<file path="config.mk">
export PLATFORM = sky130hd
export DESIGN_NAME = mpp_input_regulator
export DESIGN_NICKNAME = d
export VERILOG_FILES = /design/src/rtl/mppr_pkg.sv /design/src/rtl/mppr_timer.sv /design/src/rtl/mppr_fraction.sv /design/src/rtl/mppr_hysteresis.sv /design/src/rtl/mpp_input_regulator.sv
export SDC_FILE = /design/constraint.sdc
export NUM_CORES = 1
export LEC_CHECK = 0
export CAP_MARGIN = 30
export CORE_UTILIZATION = 55
export DETAILED_ROUTE_END_ITERATION = 10
export HOLD_SLACK_MARGIN = 0.02
export PLACE_DENSITY_LB_ADDON = 0.2
export SYNTH_ARGS = -nofsm -noshare
export SYNTH_HDL_FRONTEND = slang
export SYNTH_SLANG_ARGS = --single-unit
</file>
<file path="constraint.sdc">
create_clock -name clk -period 5.44 [get_ports clk]
set_input_delay 0.816 -clock clk [delete_from_list [all_inputs] [get_ports clk]]
set_output_delay 0.816 -clock clk [all_outputs]
set_load 0.05 [all_outputs]
</file>
<file path="src/rtl/mppr_pkg.sv">
package mppr_pkg;
    typedef enum logic {
        PH_REGULATE = 1'b0,
        PH_SETTLE   = 1'b1
    } phase_e;
endpackage

</file>
<file path="src/rtl/mppr_timer.sv">
module mppr_timer
    import mppr_pkg::*;
#(
    parameter int PERIOD_TICKS = 256,
    parameter int SETTLE_TICKS = 8
) (
    input  logic clk,
    input  logic rst_n,
    input  logic tick,
    output logic open_sw,
    output logic open_next,
    output logic latch_en
);
    localparam int PW = $clog2(PERIOD_TICKS + 1);
    localparam int SW = $clog2(SETTLE_TICKS + 1);
    localparam logic [PW-1:0] P_LAST = PW'(PERIOD_TICKS - 1);
    localparam logic [SW-1:0] S_LAST = SW'(SETTLE_TICKS - 1);

    typedef struct packed {
        phase_e          phase;
        logic [PW-1:0]   pcnt;
        logic [SW-1:0]   scnt;
    } tstate_t;

    tstate_t st_d, st_q;

    always_comb begin
        st_d     = st_q;
        latch_en = 1'b0;
        if (tick) begin
            case (st_q.phase)
                PH_REGULATE: begin
                    if (st_q.pcnt == P_LAST) begin
                        st_d.phase = PH_SETTLE;
                        st_d.pcnt  = '0;
                        st_d.scnt  = '0;
                    end else begin
                        st_d.pcnt = st_q.pcnt + 1'b1;
                    end
                end
                PH_SETTLE: begin
                    if (st_q.scnt == S_LAST) begin
                        st_d.phase = PH_REGULATE;
                        st_d.scnt  = '0;
                        latch_en   = 1'b1;
                    end else begin
                        st_d.scnt = st_q.scnt + 1'b1;
                    end
                end
                default: st_d.phase = PH_REGULATE;
            endcase
        end
    end

    always_ff @(posedge clk or negedge rst_n) begin
        if (!rst_n) begin
            st_q <= '{phase: PH_REGULATE, pcnt: '0, scnt: '0};
        end else begin
            st_q <= st_d;
        end
    end

    assign open_sw   = (st_q.phase == PH_SETTLE);
    assign open_next = (st_d.phase == PH_SETTLE);

    assert_settle_bound_R3: assert property (@(posedge clk) disable iff (!rst_n)
        open_sw |-> (st_q.scnt < SW'(SETTLE_TICKS)));
    assert_close_after_latch_R3: assert property (@(posedge clk) disable iff (!rst_n)
        latch_en |=> !open_sw);
    assert_open_on_tick_R2: assert property (@(posedge clk) disable iff (!rst_n)
        (!open_sw && !tick) |=> !open_sw);
endmodule

</file>
<file path="src/rtl/mppr_fraction.sv">
module mppr_fraction #(
    parameter int CODE_W   = 12,
    parameter int MIN_CODE = 100,
    parameter int MAX_CODE = 1300
) (
    input  logic [CODE_W-1:0] code,
    input  logic              ratio_hi,
    output logic [CODE_W-1:0] target
);
    localparam int XW = CODE_W + 10;
    localparam logic [CODE_W-1:0] LO = CODE_W'(MIN_CODE);
    localparam logic [CODE_W-1:0] HI = CODE_W'(MAX_CODE);

    logic [XW-1:0]     xe, p80, p90;
    logic [CODE_W-1:0] f80, f90, raw;

    always_comb begin
        xe  = XW'(code);
        // 205/256 ~ 0.8008 : 128+64+8+4+1
        p80 = (xe << 7) + (xe << 6) + (xe << 3) + (xe << 2) + xe + XW'(128);
        // 461/512 ~ 0.9004 : 256+128+64+8+4+1
        p90 = (xe << 8) + (xe << 7) + (xe << 6) + (xe << 3) + (xe << 2) + xe + XW'(256);
        f80 = CODE_W'(p80 >> 8);
        f90 = CODE_W'(p90 >> 9);
        raw = ratio_hi ? f90 : f80;
        if (raw < LO)      target = LO;
        else if (raw > HI) target = HI;
        else               target = raw;
    end
endmodule

</file>
<file path="src/rtl/mppr_hysteresis.sv">
module mppr_hysteresis #(
    parameter int CODE_W    = 12,
    parameter int HYST_CODE = 25
) (
    input  logic [CODE_W-1:0] vsrc,
    input  logic [CODE_W-1:0] target,
    input  logic              run_q,
    input  logic              permit,
    input  logic              sampling_next,
    output logic              run_next,
    output logic              above_band,
    output logic              below_band
);
    localparam logic [CODE_W:0] H = (CODE_W+1)'(HYST_CODE);

    logic [CODE_W:0] v_ext, t_ext;

    always_comb begin
        v_ext      = {1'b0, vsrc};
        t_ext      = {1'b0, target};
        above_band = v_ext > (t_ext + H);
        below_band = (v_ext + H) < t_ext;
        run_next   = permit && !sampling_next && (above_band || (run_q && !below_band));
    end
endmodule

</file>
<file path="src/rtl/mpp_input_regulator.sv">
module mpp_input_regulator #(
    parameter int CODE_W       = 12,
    parameter int PERIOD_TICKS = 256,
    parameter int SETTLE_TICKS = 8,
    parameter int MIN_CODE     = 100,
    parameter int MAX_CODE     = 1300,
    parameter int HYST_CODE    = 25
) (
    input  logic              clk,
    input  logic              rst_n,
    input  logic              tick,
    input  logic [CODE_W-1:0] vsrc_code,
    input  logic              ratio_hi,
    input  logic              boost_permit,
    output logic              src_open,
    output logic              boost_run,
    output logic [CODE_W-1:0] target_code
);
    typedef struct packed {
        logic              run;
        logic [CODE_W-1:0] target;
    } reg_t;

    reg_t r_d, r_q;

    logic              open_next, latch_en, run_next, above_band, below_band;
    logic [CODE_W-1:0] new_target;

    mppr_timer #(
        .PERIOD_TICKS(PERIOD_TICKS),
        .SETTLE_TICKS(SETTLE_TICKS)
    ) u_timer (
        .clk      (clk),
        .rst_n    (rst_n),
        .tick     (tick),
        .open_sw  (src_open),
        .open_next(open_next),
        .latch_en (latch_en)
    );

    mppr_fraction #(
        .CODE_W  (CODE_W),
        .MIN_CODE(MIN_CODE),
        .MAX_CODE(MAX_CODE)
    ) u_fraction (
        .code    (vsrc_code),
        .ratio_hi(ratio_hi),
        .target  (new_target)
    );

    mppr_hysteresis #(
        .CODE_W   (CODE_W),
        .HYST_CODE(HYST_CODE)
    ) u_hyst (
        .vsrc         (vsrc_code),
        .target       (r_q.target),
        .run_q        (r_q.run),
        .permit       (boost_permit),
        .sampling_next(open_next),
        .run_next     (run_next),
        .above_band   (above_band),
        .below_band   (below_band)
    );

    always_comb begin
        r_d        = r_q;
        r_d.run    = run_next;
        if (latch_en) r_d.target = new_target;
    end

    always_ff @(posedge clk or negedge rst_n) begin
        if (!rst_n) begin
            r_q <= '{run: 1'b0, target: CODE_W'(MIN_CODE)};
        end else begin
            r_q <= r_d;
        end
    end

    assign boost_run   = r_q.run;
    assign target_code = r_q.target;

    assert_open_blocks_run_R11: assert property (@(posedge clk) disable iff (!rst_n)
        src_open |-> !boost_run);
    assert_permit_gate_R10: assert property (@(posedge clk) disable iff (!rst_n)
        !boost_permit |=> !boost_run);
    assert_target_range_R6: assert property (@(posedge clk) disable iff (!rst_n)
        (target_code >= CODE_W'(MIN_CODE)) && (target_code <= CODE_W'(MAX_CODE)));
    assert_target_hold_R12: assert property (@(posedge clk) disable iff (!rst_n)
        !(src_open && !open_next) |=> $stable(target_code));
    assert_turn_on_R7: assert property (@(posedge clk) disable iff (!rst_n)
        (boost_permit && above_band && !open_next) |=> boost_run);
    assert_turn_off_R8: assert property (@(posedge clk) disable iff (!rst_n)
        below_band |=> !boost_run);
endmodule

</file>
==> metrics.txt, run 1 <==
area of the multi-input gates=0.00507 mm^2; Crit-path slowest cell=fa_1; clk buf depth=2; share of cells above drive strength 1=24.6%; start of the worst register-to-register path=target_code[0]$_DFFE_PN0P_; flop-to-flop setup slack=2.38 ns; failing checks=negative setup slack; largest stage delay on the critical path=0.51 ns; Hold Path Class=register to register; Buffers on Ports=30; post-DP HPWL=13,500 um; Fill cells=768; clk sinks=27; syn avg cell area=9.12 um^2; startpoint types=input pin; met1 capacity usage during global routing=37.7%; FF/Latch Area=679 um^2; Yosys reg bits=27; Setup violations, final=10; IO Pins=31; Worst Hold End=u_timer.st_q[10]$_DFFE_PN0P_; hold path cells=1; drt wl/cell=17.6 um; Vias/cell=5.77; cts bufs inserted=3; yosys warns=0; DRT iter0 DRCs=352; Worst path most repeated cell=fa_1; Final Power=3.22 mW; grt ovf=0; GRT busiest layer=met2; Hold Fails Final Rpt=0; CP Class=input pin to register; Power Density=427 mW/mm^2; crit path cell chain=buf_8 -> clkinvlp_4 -> fa_1 -> inv_2 -> fa_1 -> inv_1 -> fa_1 -> inv_2 -> fa_1 -> ha_4 -> a2111oi_4 -> or3_4 -> a211oi_4 -> buf_4 -> o211ai_1 -> and2_1 -> o32a_1 -> nor4b_4 -> a32oi_4 -> nand3_1 -> a2bb2oi_1; Cell Rows=37; DRT Wirelength=16,100 um; Die Y=105 um; antenna fix cells=0; RSZ-0062 raised after global routing=yes; largest net degree at the start of global routing=22; clk slew on worst S/H paths=0.08 ns; Fmax achieved=182 MHz; most frequent cells in the layout=buf_4 (107), ha_1 (98), inv_1 (74); Async SR Flop Fraction=100%; DRC Markers=0; Tightest Pin Transition=1.01 ns; core area=0.0103 mm^2; GP Congestion=0.906; Slew Limit Fails=0; Die ar.=0.0110 mm^2; CP arrival=5.68 ns; # hold bufs at CTS=0; antenna violations before repair=0; register area share after synthesis=11.7%; Setup WS post-layout=-0.0502 ns; gr usage total=30.7%; post-route cell area=0.00753 mm^2; period utilization=101%; Post-DRT Antenna Nets=0; Max-slew headroom=32.3%; area delta synth->final=29.7%; clk_lat worst skew=0.27 ns; initial core utilization=56.5%; root buffer cell=clkbuf_8; Pleak=3.57 nW; Required @ worst endpoint=5.63 ns; EDFF count, synth=0; clock period minus worst slack=5.49 ns; area of placed instances=0.00712 mm^2; Die W=105 um; skew final=0.00432 ns; M2 GR Usage=56.7%; total iterations of the first detailed-routing run=5; status=finished with violations; H-tree depth=1; Syn Inst Count=637; Top FF cell, synth=dfrtp_1; worst-path maximum fanout=4; number of global-route vias before repair=5,615; Synth Net Count=820; hold_sp=u_timer.st_q[10]$_DFFE_PN0P_; commonest non-fill, non-tap cell in the layout=buf_4; FF-to-FF path depth=13; Yosys cell types=72; GRT met3 Usage=1.87%; Final nets=962; Post-Syn Area=0.00581 mm^2; worst r2r dst=boost_run$_DFF_PN0_; first-pass GRT wire length=26,900 um; maximum capacitance violations=0; worst vdd ir=267 uV; Crit. End Element=register; Via Count=5,270; CTS tree=done
## synth_stat cells, types with 8 or more instances
master / n / area [um^2]
nor3_1: 10 / 50.1
nand3_1: 18 / 90.1
fa_1: 56 / 1120
nand2_1: 41 / 154
o21ai_0: 32 / 160
a21o_1: 13 / 97.6
nor2_1: 19 / 71.3
xnor2_1: 31 / 272
a21oi_1: 33 / 165
inv_1: 83 / 312
xor2_1: 8 / 70.1
ha_1: 110 / 1380
o21a_1: 10 / 75.1
nand4_1: 16 / 100
clkbuf_1: 8 / 30.0
dfrtp_1: 24 / 601
## repair_timing
| action | in CTS | in global routing |
|---|---|---|
| buffers inserted | 11 | 2 |
| gates cloned | 0 | 0 |
| pin swaps | 40 | 5 |
| gates resized for setup | 79 | 10 |
| endpoints found under the setup margin | 11 | 10 |
## report_power, final
| part | total (mW) | internal, mW | leakage [nW] | switching (mW) |
|---|---|---|---|---|
| Clock | 0.110 | 0.0513 | 0.0255 | 0.0590 |
| Sequential | 0.239 | 0.219 | 0.331 | 0.0207 |
| Combinational | 2.87 | 1.46 | 3.21 | 1.41 |
## cell type report
type,count,area share [%]
Inverter,83,4.32
Timing Repair Buffer,149,16.5
Multi-Input combinational cell,515,67.3
Sequential cell,27,9.02
Tap cell,136,2.26
Clock inverter,1,0.0664
Clock buffer,3,0.548
## sequential cells by signal (all words and copies together), names as in the netlist
signal / count
u_timer.st_q: 13
u_timer.open_sw: 1
boost_run: 1
target_code: 12
## per-stage QoR
stage,hold slack [ns],setup slack [ns],util (%),std cells,TNS (ns)
floorplan,0.446,-0.114,-,637,-0.379
global placement,0.465,-0.783,69.2,896,-7.73
detailed placement,0.487,-0.912,69.3,897,-8.66
CTS,0.503,-0.00563,72.7,912,-0.00832
global route,0.510,-0.224,73.3,914,-1.99
finish,0.502,-0.0502,73.3,914,-0.237
## metal layers
layer / vias to the layer above / wire [um]
li1: 2545 / -
met3: 38 / 552
met2: 143 / 8170
met4: 0 / 489
met5: - / 0
met1: 2544 / 6840
## critical path, delay by kind of cell
| family | cells | cell delay (ns) |
|---|---|---|
| adder cells (fa/ha/maj) | 5 | 2.31 |
| AO/OA/AOI/OAI | 6 | 1.01 |
| AND/OR/NAND/NOR | 4 | 1.05 |
| buffers and inverters | 6 | 0.50 |
## cell families after synthesis
group / count (synthesis) / synth area share, %
adder cells (fa/ha/maj): 166 / 43.0
multiplexers: 5 / 0.883
flip-flops: 27 / 11.7
AND/OR/NAND/NOR: 148 / 13.2
XOR/XNOR: 39 / 5.88
AO/OA/AOI/OAI: 157 / 18.9
buffers and inverters: 95 / 6.38
## worst max path at each step
stage | start | end | slack (ns) | cells after the start
final | vsrc_code[5] | target_code[2]$_DFFE_PN1P_ | -0.05 | 21
after global routing | vsrc_code[5] | target_code[0]$_DFFE_PN0P_ | -0.22 | 21
after CTS | vsrc_code[5] | target_code[8]$_DFFE_PN0P_ | -0.006 | 21
after detailed placement | vsrc_code[5] | target_code[8]$_DFFE_PN0P_ | -0.91 | 20
after global placement | vsrc_code[5] | target_code[0]$_DFFE_PN0P_ | -0.78 | 20
after floorplan | vsrc_code[5] | target_code[8]$_DFFE_PN0P_ | -0.11 | 19
(Power assumes the default switching activity.)
==> run 2: changes to the inputs <==
--- a/config.mk
+++ b/config.mk
@@ -8,6 +8,7 @@
 export CAP_MARGIN = 30
 export CORE_UTILIZATION = 55
 export DETAILED_ROUTE_END_ITERATION = 10
+export GPL_TIMING_DRIVEN = 0
 export HOLD_SLACK_MARGIN = 0.02
 export PLACE_DENSITY_LB_ADDON = 0.2
 export SYNTH_ARGS = -nofsm -noshare
==> metrics.txt, run 2 (synthesized netlist as in run 1, its figures left out) <==
clk_lat worst skew=0.26 ns (was 0.27 ns); Place WS=-1.90 ns (was -0.912 ns); max reg flops=13 (unchanged); Most flops, register=u_timer.st_q (unchanged); initial core utilization=56.5% (unchanged); Die ar.=0.0110 mm^2 (unchanged); clk buf depth=2 (unchanged); Setup violations, final=10 (unchanged); Fmax achieved=180 MHz (was 182 MHz); Setup TNS Final=-0.536 ns (was -0.237 ns); Cell Rows=37 (unchanged); Die W=105 um (unchanged); CP Class=input pin to register (unchanged); Final Power=2.93 mW (was 3.22 mW); period utilization=102% (was 101%); Fill cells=805 (was 768); Final nets=888 (was 962); clock period minus worst slack=5.55 ns (was 5.49 ns); fin util=68.2% (was 73.3%); GP Congestion=0.934 (was 0.906); Power Density=419 mW/mm^2 (was 427 mW/mm^2); Crit. End Element=register (unchanged); RSZ-0062 raised after global routing=yes (unchanged); maximum capacitance violations=0 (unchanged); worst vdd ir=250 uV (was 267 uV); antenna fix cells=0 (unchanged); Hold Slack=0.493 ns (was 0.502 ns); Post-DRT Antenna Nets=0 (unchanged); share of cells above drive strength 1=16.6% (was 24.6%); Die Y=105 um (unchanged); clk slew on worst S/H paths=0.09 ns (was 0.08 ns); largest net degree at the start of global routing=21 (was 22); clk sinks=27 (unchanged); skew final=0.00339 ns (was 0.00432 ns); worst-path maximum fanout=9 (was 4); DRC Markers=0 (unchanged); DRT iter0 DRCs=291 (was 352); core area=0.0103 mm^2 (unchanged); drt wl/cell=18.1 um (was 17.6 um); failing checks=negative setup slack (unchanged); most frequent cells in the layout=ha_1 (98), inv_1 (74), fa_1 (54) (was buf_4 (107), ha_1 (98), inv_1 (74)); first-pass GRT wire length=25,100 um (was 26,900 um); Via Count=5,047 (was 5,270); flop-to-flop setup slack=2.49 ns (was 2.38 ns); cts bufs inserted=3 (unchanged); grt ovf=0 (unchanged); CP arrival=5.70 ns (was 5.68 ns); antenna violations before repair=0 (unchanged); Required @ worst endpoint=5.59 ns (was 5.63 ns); Critical Path Source=vsrc_code[4] (was vsrc_code[5]); Tightest Pin Transition=1.02 ns (was 1.01 ns); Vias/cell=6.01 (was 5.77); Setup WS post-layout=-0.108 ns (was -0.0502 ns); Hold Fails Final Rpt=0 (unchanged); CTS tree=done (unchanged); H-tree depth=1 (unchanged); hold_sp=u_timer.st_q[10]$_DFFE_PN0P_ (unchanged); area delta synth->final=20.6% (was 29.7%); Max-slew headroom=31.5% (was 32.3%); start of the worst register-to-register path=target_code[0]$_DFFE_PN0P_ (unchanged); post-DP HPWL=11,700 um (was 13,500 um); IO Pins=31 (unchanged); top flop regs=u_timer.st_q (13), target_code (12) (unchanged); total iterations of the first detailed-routing run=5 (unchanged); Buffers on Ports=29 (was 30); startpoint types=input pin (unchanged); DRT Wirelength=15,200 um (was 16,100 um); Pleak=3.19 nW (was 3.57 nW); status=finished with violations (unchanged); gr usage total=28.6% (was 30.7%); Slew Limit Fails=0 (unchanged); number of global-route vias before repair=5,073 (was 5,615); Hold Path Class=register to register (unchanged); commonest non-fill, non-tap cell in the layout=ha_1 (was buf_4); root buffer cell=clkbuf_8 (unchanged)
[run 2: changes by cell type in the layout (fill, tap and decap cells not counted), sizes merged]
cell and delta:
buf -74, clkbuf +9, clkdlybuf4s15 -3, clkdlybuf4s50 -1, clkinv -1, clkinvlp +1
dlygate4sd2 -4, inv -1
[run 2: what timing repair did]
action                     CTS  global route
setup endpoints to repair   11            10
resized for setup          122            18
hold buffers                 0             0
pin swaps                   30            27
buffers inserted            24            11
[run 2: worst max-delay path, stage by stage]
cell        delay (ns)
buf_6             0.14
clkinvlp_4        0.10
buf_6             0.15
fa_1              0.52
fa_1              0.45
fa_1              0.56
inv_1             0.04
ha_1              0.29
buf_6             0.15
a21oi_4           0.13
o21ai_2           0.11
or4_4             0.50
o22ai_4           0.13
xor2_2            0.24
o2111ai_4         0.20
or3b_4            0.48
a32oi_4           0.28
o21ai_4           0.10
a221o_1           0.31
[run 2: path summary, 6_finish.rpt]
check | endpoint | cells past startpoint
setup / recovery | target_code[8]$_DFFE_PN0P_ | 19
hold / removal | u_timer.st_q[10]$_DFFE_PN0P_ | 1
setup reg to reg | boost_run$_DFF_PN0_ | 12
hold reg to reg | u_timer.st_q[10]$_DFFE_PN0P_ | 1
max in group asynchronous | target_code[5]$_DFFE_PN1P_ | 2
min in group asynchronous | target_code[3]$_DFFE_PN0P_ | 1
[run 2: power breakdown]
part / leakage [nW] / total (mW) / internal (mW) / switching (mW)
Combinational: 2.84 / 2.59 / 1.21 / 1.38
Clock: 0.0228 / 0.109 / 0.0523 / 0.0566
Sequential: 0.331 / 0.239 / 0.219 / 0.0208
[run 2: metal layers]
metal / wire length, um / vias to the layer above / GRT usage (%) / share of wire, %
met1: 6590 / 2498 / 37.4 / 43
met3: 560 / 29 / 2.68 / 3.7
li1: - / 2401 / - / -
met4: 377 / 0 / 5.84 / 2.5
met5: 0 / - / 0 / 0
met2: 7650 / 119 / 51.5 / 50
[run 2: area by class of cell]
cell class | instances | area [um^2] | area share [%]
plain buffers | 11 | 61.3 | 0.875
well taps | 136 | 170 | 2.43
flip-flops and latches | 27 | 679 | 9.70
repair buffers | 64 | 623 | 8.89
multi-input cells | 515 | 5100 | 72.8
clock buffers | 4 | 45.0 | 0.643
inverters | 83 | 329 | 4.70
[run 2: through the flow]
step	area, um^2	instances
final	7010	840
after global routing	7010	840
after CTS	6870	831
after detailed placement	6400	803
after global placement	6370	802
after floorplan	5910	637
==> run 3: changes to the inputs <==
--- a/config.mk
+++ b/config.mk
@@ -5,9 +5,12 @@
 export SDC_FILE = /design/constraint.sdc
 export NUM_CORES = 1
 export LEC_CHECK = 0
+export ABC_AREA = 1
 export CAP_MARGIN = 30
 export CORE_UTILIZATION = 55
+export CTS_BUF_LIST = sky130_fd_sc_hd__clkbuf_8
 export DETAILED_ROUTE_END_ITERATION = 10
+export DONT_BUFFER_PORTS = 1
 export GPL_TIMING_DRIVEN = 0
 export HOLD_SLACK_MARGIN = 0.02
 export PLACE_DENSITY_LB_ADDON = 0.2
==> metrics.txt, run 3 <==
register area share after synthesis=11.3% (was 11.7%); flop-to-flop setup slack=2.30 ns (was 2.49 ns); Required @ worst endpoint=5.61 ns (was 5.59 ns); FF-to-FF path depth=15 (was 12); RSZ-0062 raised after global routing=no (was yes); antenna violations before repair=0 (unchanged); gr usage total=26.7% (was 28.6%); Adder-Cell Fraction of Synth Area=41.5% (was 43.0%); area delta synth->final=3.58% (was 20.6%); maximum capacitance violations=0 (unchanged); sequential power share=19.0% (was 8.2%); Synth Area in XOR/XNOR=3.49% (was 5.88%); max reg flops=13 (unchanged); Hold Path Class=input pin to asynchronous set/reset pin (was register to register); Power Density=457 mW/mm^2 (was 419 mW/mm^2); EDFF count, synth=0 (unchanged); Top FF cell, synth=dfrtp_1 (unchanged); cts bufs inserted=3 (unchanged); share of cells above drive strength 1=6.09% (was 16.6%); core area=0.0105 mm^2 (was 0.0103 mm^2); Post-Syn Area=0.00602 mm^2 (was 0.00581 mm^2); Syn Inst Count=801 (was 637); skew final=0.00309 ns (was 0.00339 ns); area of the multi-input gates=0.00475 mm^2 (was 0.00510 mm^2); Via Count=5,141 (was 5,047); P_sw=1.70 mW (was 1.46 mW); commonest non-fill, non-tap cell in the layout=nand2_1 (was ha_1); switching share of total power=59.5% (was 49.7%); Die ar.=0.0114 mm^2 (was 0.0110 mm^2); worst vdd ir=239 uV (was 250 uV); CTS tree=done (unchanged); Yosys reg bits=27 (unchanged); DRT iter0 DRCs=282 (was 291); Synth top area share=22.9% (was 23.7%); Hold Fails Final Rpt=0 (unchanged); clock period minus worst slack=4.94 ns (was 5.55 ns); Slew Limit Fails=0 (unchanged); DRC Markers=0 (unchanged); worst r2r dst=boost_run$_DFF_PN0_ (unchanged); Final Power=2.85 mW (was 2.93 mW); worst-path maximum fanout=10 (was 9); Die Y=107 um (was 105 um); clk_lat worst skew=0.27 ns (was 0.26 ns); largest net degree at the start of global routing=28 (was 21); syn avg cell area=7.51 um^2 (was 9.12 um^2); Buffers on Ports=0 (was 29); Logic pwr share=77.0% (was 88.1%); clk sinks=27 (unchanged); Setup TNS Final=0 ns (was -0.536 ns); Max-slew headroom=60.0% (was 31.5%); Die W=107 um (was 105 um); # resized after CTS=0 (was 122); GP Congestion=0.975 (was 0.934); Most flops, register=u_timer.st_q (unchanged); Clk pwr share=4.1% (was 3.7%); post-DP HPWL=12,300 um (was 11,700 um); status=complete, no violations (was finished with violations); Setup WS post-layout=0.502 ns (was -0.108 ns); grt ovf=0 (unchanged); initial core utilization=57.5% (was 56.5%); post-synthesis mux area share=0% (was 0.883%); Cell Rows=37 (unchanged); Synth Area in Compound Gates=7.97% (was 18.9%); Fill cells=987 (was 805); Tightest Pin Transition=0.600 ns (was 1.02 ns); Hold Slack=0.222 ns (was 0.493 ns); first-pass GRT wire length=23,900 um (was 25,100 um); area of placed instances=0.00619 mm^2 (was 0.00640 mm^2); IO Pins=31 (unchanged); Synth Net Count=984 (was 820); FF/Latch Area=679 um^2 (unchanged); Synth top cells by count=nand2_1 (173), inv_1 (144), ha_1 (110) (was ha_1 (110), inv_1 (83), fa_1 (56)); CP Class=input pin to register (unchanged); number of global-route vias before repair=5,180 (was 5,073); Yosys cell types=41 (was 72); Post-DRT Antenna Nets=0 (unchanged); total iterations of the first detailed-routing run=5 (unchanged); post-route cell area=0.00623 mm^2 (was 0.00701 mm^2); Crit. End Element=register (unchanged); Async SR Flop Fraction=100% (unchanged); clk slew on worst S/H paths=0.10 ns (was 0.09 ns); DRT Wirelength=14,400 um (was 15,200 um); drt wl/cell=15.3 um (was 18.1 um); Internal Pwr Total=1.15 mW (was 1.48 mW); Post-Synth Simple-Gate Area=26.0% (was 13.2%); cell taking the most area after synthesis=ha_1 (unchanged); Place WS=0.193 ns (was -1.90 ns); top flop regs=u_timer.st_q (13), target_code (12) (unchanged); Vias/cell=5.46 (was 6.01); Pleak=3.34 nW (was 3.19 nW); yosys warns=0 (unchanged); most frequent cells in the layout=nand2_1 (173), inv_1 (145), ha_1 (110) (was ha_1 (98), inv_1 (74), fa_1 (54)); top cells by area, synth=ha_1 (23%), fa_1 (19%), nand2_1 (11%), dfrtp_1 (10%), inv_1 (9.0%) (was ha_1 (24%), fa_1 (19%), dfrtp_1 (10%), inv_1 (5.4%), xnor2_1 (4.7%)); clk buf depth=2 (unchanged); # hold bufs at CTS=0 (unchanged); most common cell in the synthesized netlist=nand2_1 (was ha_1); H-tree depth=1 (unchanged); start of the worst register-to-register path=target_code[0]$_DFFE_PN0P_ (unchanged); startpoint types=input pin (unchanged); Fmax achieved=203 MHz (was 180 MHz); period utilization=90.8% (was 102%); Final nets=989 (was 888); antenna fix cells=0 (unchanged); main combinational cell family by area after synthesis=adder cells (unchanged); Post-CTS Setup Bufs=0 (was 24); root buffer cell=clkbuf_8 (unchanged); CP arrival=5.11 ns (was 5.70 ns); Setup violations, final=0 (was 10)
## run 3: cell count changes in the layout (fill, tap and decap cells not counted), sizes merged, moves of 14 or more
cell           change
o21ai             -16
buf               -49
nand3             +40
clkdlybuf4s50     -17
xnor2             -27
nor2              +37
nand2            +151
inv               +74
a21oi             +14
## run 3: power by group through the flow
stage,combinational [mW],clock [mW],sequential (mW)
detailed placement,2.17,0,0.544
finish,2.19,0.116,0.541
global route,2.53,0.119,0.550
CTS,2.19,0.114,0.539
floorplan,1.71,0,0.516
global placement,2.10,0,0.541
## run 3: worst max path at each step
| stage | start | to | slack, ns | cells past startpoint |
|---|---|---|---|---|
| after CTS | vsrc_code[5] | target_code[0]$_DFFE_PN0P_ | 0.47 | 25 |
| after detailed placement | vsrc_code[5] | target_code[0]$_DFFE_PN0P_ | 0.19 | 25 |
| after floorplan | vsrc_code[5] | target_code[0]$_DFFE_PN0P_ | 0.69 | 25 |
| final | vsrc_code[5] | target_code[0]$_DFFE_PN0P_ | 0.50 | 25 |
| after global placement | vsrc_code[5] | target_code[0]$_DFFE_PN0P_ | 0.29 | 25 |
| after global routing | vsrc_code[5] | target_code[0]$_DFFE_PN0P_ | 0.15 | 25 |
## run 3: area by class of cell
type / instances / area share [%]
inverters: 153 / 9.22
multi-input cells: 619 / 76.2
plain buffers: 2 / 0.181
clock inverters: 1 / 0.0602
well taps: 136 / 2.73
flip-flops and latches: 27 / 10.9
clock buffers: 3 / 0.663
## run 3: cells by family after synthesis
family,count (synthesis)
AOI/OAI and AO/OA,86
and+or+nand+nor,343
adders and majority gates,166
xor gates and xnor gates,24
DFF,27
buffers and inverters,155
## run 3: per-stage QoR
| step | instances | utilization (%) |
|---|---|---|
| final | 941 | 59.6 |
| after floorplan | 801 | - |
| after CTS | 941 | 59.6 |
| after global routing | 941 | 59.6 |
| after detailed placement | 937 | 59.1 |
| after global placement | 937 | 59.1 |
## run 3: metal layers
layer | global-route usage (%) | wire, um | up-vias
li1 | - | - | 2572
met1 | 35.3 | 6630 | 2434
met2 | 46.2 | 6900 | 112
met3 | 3.34 | 561 | 23
met4 | 6.75 | 319 | 0
met5 | 0 | 0 | -
## run 3: critical path, stage by stage
cell and delay (ns):
inv_1 0.16, fa_1 0.56, inv_1 0.05, fa_1 0.47, inv_1 0.06, fa_1 0.53, inv_1 0.06, fa_1 0.45
ha_1 0.35, nand2_1 0.08, nand2_1 0.06, a21oi_1 0.15, nand2_2 0.12, nand2_1 0.10, nand3_1 0.07, nand3_1 0.13
nand2_2 0.12, nor2_4 0.13, inv_2 0.05, nor2_4 0.11, nand3b_1 0.09, nand2_2 0.11, nand2_4 0.08, nand3_1 0.10
o21ai_1 0.08
